===== src/rtl/nvc_pkg.sv =====
package nvc_pkg;
   typedef enum logic [1:0] {
      ST_IDLE = 2'd0,
      ST_PH1  = 2'd1,
      ST_PH2  = 2'd2,
      ST_GAP  = 2'd3
   } nvc_state_t;
endpackage


===== src/rtl/nvc_sync.sv =====
module nvc_sync #(
   parameter int STAGES = 2
) (
   input  logic clk,
   input  logic rst,
   input  logic d_async,
   output logic d_sync,
   output logic d_valid
);
   logic [STAGES-1:0] chain;
   logic [STAGES-1:0] seen;

   always_ff @(posedge clk) begin
      if (rst) begin
         chain <= '0;
         seen  <= '0;
      end else begin
         chain <= {chain[STAGES-2:0], d_async};
         seen  <= {seen[STAGES-2:0], 1'b1};
      end
   end

   assign d_sync  = chain[STAGES-1];
   assign d_valid = seen[STAGES-1];
endmodule


===== src/rtl/nvc_phase_fsm.sv =====
module nvc_phase_fsm
   import nvc_pkg::*;
#(
   parameter int NOVL_CYCLES = 4,
   parameter int CNT_W       = $clog2(NOVL_CYCLES + 1)
) (
   input  logic       clk,
   input  logic       rst,
   input  logic       want_p1,
   input  logic       want_p2,
   output logic [1:0] act_next
);
   localparam logic [CNT_W-1:0] GapLast = CNT_W'(NOVL_CYCLES);

   nvc_state_t       state_q, state_d;
   logic [CNT_W-1:0] cnt_q, cnt_d;

   always_comb begin
      state_d = state_q;
      cnt_d   = cnt_q;
      unique case (state_q)
         ST_IDLE: begin
            if (want_p1)      state_d = ST_PH1;
            else if (want_p2) state_d = ST_PH2;
         end
         ST_PH1: begin
            if (!want_p1) begin
               state_d = ST_GAP;
               cnt_d   = CNT_W'(1);
            end
         end
         ST_PH2: begin
            if (!want_p2) begin
               state_d = ST_GAP;
               cnt_d   = CNT_W'(1);
            end
         end
         ST_GAP: begin
            if (cnt_q == GapLast) begin
               if (want_p1)      state_d = ST_PH1;
               else if (want_p2) state_d = ST_PH2;
               else              state_d = ST_IDLE;
            end else begin
               cnt_d = cnt_q + CNT_W'(1);
            end
         end
         default: state_d = ST_IDLE;
      endcase
   end

   always_ff @(posedge clk) begin
      if (rst) begin
         state_q <= ST_IDLE;
         cnt_q   <= '0;
      end else begin
         state_q <= state_d;
         cnt_q   <= cnt_d;
      end
   end

   assign act_next = {state_d == ST_PH2, state_d == ST_PH1};
endmodule


===== src/rtl/nvc_phase_out.sv =====
module nvc_phase_out #(
   parameter int LATE_CYCLES = 2,
   parameter int HOLD_W      = $clog2(LATE_CYCLES + 1)
) (
   input  logic clk,
   input  logic rst,
   input  logic act_next,
   output logic early,
   output logic late
);
   logic [HOLD_W-1:0] hold_q;

   always_ff @(posedge clk) begin
      if (rst) begin
         early  <= 1'b0;
         late   <= 1'b0;
         hold_q <= '0;
      end else begin
         early <= act_next;
         if (act_next) begin
            hold_q <= HOLD_W'(LATE_CYCLES);
            late   <= 1'b1;
         end else if (hold_q != '0) begin
            hold_q <= hold_q - HOLD_W'(1);
            late   <= 1'b1;
         end else begin
            late   <= 1'b0;
         end
      end
   end
endmodule


===== src/rtl/nonoverlap_clkgen.sv =====
module nonoverlap_clkgen #(
   parameter int NOVL_CYCLES = 4,
   parameter int LATE_CYCLES = 2,
   parameter int SYNC_STAGES = 2
) (
   input  logic clk,
   input  logic rst,
   input  logic enable,
   input  logic ck_in,
   output logic ph1_early,
   output logic ph1_late,
   output logic ph2_early,
   output logic ph2_late
);
   localparam int CntW  = $clog2(NOVL_CYCLES + 1);
   localparam int HoldW = $clog2(LATE_CYCLES + 1);

   // parameter legality
   if (LATE_CYCLES < 1 || NOVL_CYCLES <= LATE_CYCLES || SYNC_STAGES < 2) begin : g_bad_params
      $error("nonoverlap_clkgen: need LATE_CYCLES>=1, NOVL_CYCLES>LATE_CYCLES, SYNC_STAGES>=2");
   end

   logic       ck_s, ck_ok;
   logic       want_p1, want_p2;
   logic [1:0] act_next;
   logic [1:0] early_v, late_v;

   nvc_sync #(.STAGES(SYNC_STAGES)) u_sync (
      .clk(clk), .rst(rst), .d_async(ck_in), .d_sync(ck_s), .d_valid(ck_ok)
   );

   // the reference level picks the phase
   assign want_p1 = ck_ok & enable & ~ck_s;
   assign want_p2 = ck_ok & enable &  ck_s;

   nvc_phase_fsm #(.NOVL_CYCLES(NOVL_CYCLES), .CNT_W(CntW)) u_fsm (
      .clk(clk), .rst(rst), .want_p1(want_p1), .want_p2(want_p2), .act_next(act_next)
   );

   for (genvar g = 0; g < 2; g++) begin : g_phase
      nvc_phase_out #(.LATE_CYCLES(LATE_CYCLES), .HOLD_W(HoldW)) u_out (
         .clk(clk), .rst(rst), .act_next(act_next[g]),
         .early(early_v[g]), .late(late_v[g])
      );
   end

   assign ph1_early = early_v[0];
   assign ph1_late  = late_v[0];
   assign ph2_early = early_v[1];
   assign ph2_late  = late_v[1];
endmodule


===== config.mk =====
export PLATFORM = sky130hd
export DESIGN_NAME = nonoverlap_clkgen
export DESIGN_NICKNAME = d
export VERILOG_FILES = /design/src/rtl/nvc_pkg.sv /design/src/rtl/nvc_sync.sv /design/src/rtl/nvc_phase_fsm.sv /design/src/rtl/nvc_phase_out.sv /design/src/rtl/nonoverlap_clkgen.sv
export SDC_FILE = /design/constraint.sdc
export NUM_CORES = 1
export LEC_CHECK = 0
export BUFFER_PORTS_ARGS = -buffer_cell sky130_fd_sc_hd__buf_2
export CELL_PAD_IN_SITES_DETAIL_PLACEMENT = 2
export CELL_PAD_IN_SITES_GLOBAL_PLACEMENT = 2
export CORE_MARGIN = 10
export CORE_UTILIZATION = 32
export DETAILED_ROUTE_END_ITERATION = 16
export PLACE_DENSITY_LB_ADDON = 0.1
export SLEW_MARGIN = 5
export SYNTH_ARGS = -nofsm -noshare
export SYNTH_HDL_FRONTEND = slang
export SYNTH_SLANG_ARGS = --single-unit

===== constraint.sdc =====
create_clock -name clk -period 1.65 [get_ports clk]
set_input_delay 0.2475 -clock clk [delete_from_list [all_inputs] [get_ports clk]]
set_output_delay 0.2475 -clock clk [all_outputs]
set_load 0.005 [all_outputs]

==> reports/metrics.csv <==
metric,value,unit
Max Freq,0.789,GHz
DRC violations left,0,
"critical path fanouts, max",4,
area post-placement,707,um2
clock skew,0.00654,ns
dpl hpwl,1060,um
TritonCTS Sinks,17,
total setup buffers inserted after CTS,0,
critical path class,reg2reg,
Layout area overhead,11.4,%
"area leader, netlist",dfxtp_1,
root buf cell,clkbuf_4,
Die Y,65.4,um
CP max-delay cell,a2111oi_2,
post-CTS sizing,0,
Via density,4.86,
Syn Area/Cell,8.91,um2
Peak VDD IR,0.000568,V
core footprint,1960,um2
fin area,734,um2
ANT nets after route,0,
Port Buf Inserts,7,
top post-synthesis cells by area,"dfxtp_1, nand2_1, nor2_1",
main combinational cell family by area after synthesis,simple AND/OR/NAND/NOR gates,
vias in the first global route,564,
Top-Level Pins,8,
Yosys warning total,0,
Initial DRC Count,5,
via count,525,
Die Wd,65.4,um
sequential element share of the synthesized area,0.516,
Post-synth top cells,"dfxtp_1, nand2_1, nor2_1",
Tightest Pin Transition,0.358,ns
post-synthesis mux area share,0,
RePlAce Congestion,0.717,
Post-Syn Area,659,um2
wire length per cell,12.6,um
CP Cell Sequence,inv_1 > ha_1 > nand4b_1 > o21ai_1 > a2111oi_2,
area occupied by multi-input gates,287,um2
Total Power,743,uW
P_leak,0.292,nW
cells after synthesis,74,
CP arrival,1.46,ns
Hold Path Class,in2reg,
antenna violations before repair,0,
H-tree levels,1,
Synth cell types,22,
Synth top area share,0.516,
num rows,16,
Seq cells post-synth,17,
fin nets,88,
dominant synthesized flop cell,dfxtp_1,
Crit path buffers/inverters,1,
DRT Pass-1 Iters,4,
pwr dens,1010,nW/um2
Total GRT Usage,0.0731,
Final Hold Viols,0,
cell family with most CP delay,compound AO/OA/AOI/OAI gates,
CTS tree,yes,
hold_buf cts,0,
first-pass GRT wire length,2460,um
Worst-path clk slew,0.10,ns
Inst Count DP,104,
max cap viols,0,
status,finished clean,
Post-Synth XOR/XNOR Area,0,
layout cells sized above 1,0.160,
grt total ovfl,0,
post-synthesis compound-gate area fraction,0.133,
largest net degree at the start of global routing,19,
CP endpoint kind,register,
Post-synth EDFFs,0,
relative max-transition margin,0.761,
Adder-Cell Fraction of Synth Area,0.0380,
Total Die Area,4280,um2
asr flop ratio synth,0,
crit-path max cell delay,0.35,ns
post-synthesis net count,80,
RSZ-0062 raised after global routing,false,
Initial Utilization,0.336,
post-synthesis simple-gate area fraction,0.264,
Fillers,249,
top-count cell post-synth,dfxtp_1,
Register Area,340,um2
setup TNS,0,ns
CTS Buf Count,3,
Pins Over Slew Limit,0,
Skew-Pair Late Insertion Delay,0.29,ns
total wire length,1360,um
period utilization,0.768,
# setup viols final,0,
Ant. Diodes,0,
Worst EP required,1.84,ns
Clock Path Buffers,2,
Critical Path Start Type,register,
min Tclk post-route,1.27,ns
Non-Filler Instances,108,
-- worst register-to-register path, stage by stage (launching register included) --
cell	delay, ns
dfxtp_1	0.34
inv_1	0.08
ha_1	0.20
nand4b_1	0.13
o21ai_1	0.09
a2111oi_2	0.35
-- report_power, final --
group | internal [mW] | switching, mW | total (mW) | leakage [nW]
sequential | 0.429 | 0.0232 | 0.452 | 0.139
clock | 0.0900 | 0.127 | 0.217 | 0.0177
combinational | 0.0329 | 0.0402 | 0.0732 | 0.135
-- layer usage --
metal / routed length, um / share of wire / GRT usage / vias to the layer above
li1: - / - / - / 268
met1: 628 / 0.46 / 0.0771 / 247
met2: 653 / 0.48 / 0.123 / 8
met3: 65 / 0.048 / 0.0424 / 2
met4: 9 / 0.0066 / 0.0160 / 0
met5: 0 / 0 / 0 / -
-- logic make-up (layout without fill, tap and decap cells) --
family                     count (synthesis)  in the layout
buffers and inverters                      7             14
adders and majority gates                  2              2
and+or+nand+nor                           35             35
AOI/OAI and AO/OA                         13             13
DFF                                       17             17
-- flip-flops by register name, summed over array words and instances, names as in the netlist --
| name | count |
|---|---|
| u_fsm.state_q | 2 |
| u_fsm.cnt_q | 3 |
| u_sync.chain | 2 |
| g_phase.u_out.hold_q | 4 |
| g_phase.u_out.early | 2 |
| u_sync.seen | 2 |
| g_phase.u_out.late | 2 |
-- worst paths after layout --
kind,from,to,slack [ns],cells past startpoint
setup / recovery,u_fsm.cnt_q[0]$_SDFFE_PP0P_,u_fsm.cnt_q[2]$_SDFFE_PP0P_,0.38,5
setup reg to reg,u_fsm.cnt_q[0]$_SDFFE_PP0P_,u_fsm.cnt_q[2]$_SDFFE_PP0P_,0.38,5
hold reg to reg,u_sync.seen[0]$_DFF_P_,u_sync.seen[1]$_SDFF_PP0_,0.45,1
hold / removal,ck_in,u_sync.chain[0]$_SDFF_PP0_,0.16,2
-- layout by cell type (no fill, tap or decap) --
cell,instances
nand3b_1,3
o21ai_1,1
a22o_1,1
a21oi_1,5
clkinv_2,1
nand4b_1,1
ha_1,2
a31oi_1,3
nor3b_1,1
a2111oi_2,1
o32ai_1,1
nand3_1,4
nand2_1,10
o22ai_1,1
nor2b_1,3
and3_1,3
nor2_2,1
nor2_1,9
buf_2,7
inv_1,3
clkbuf_4,3
dfxtp_1,17
-- cell type report --
type	count	area share
clock buffers	3	0.0307
clock inverters	1	0.00681
inverters	3	0.0153
multi-input cells	50	0.390
flip-flops and latches	17	0.463
well taps	27	0.0460
repair buffers	7	0.0477
-- stage by stage --
step                hold WS [ns]  setup slack [ns]  utilization
floorplan                  0.376             0.500            -
global placement           0.426             0.444        0.360
detailed placement         0.441             0.385        0.360
CTS                        0.150             0.354        0.374
global route               0.167             0.283        0.374
finish                     0.163             0.382        0.374
Power figures use the tool's default switching activity.
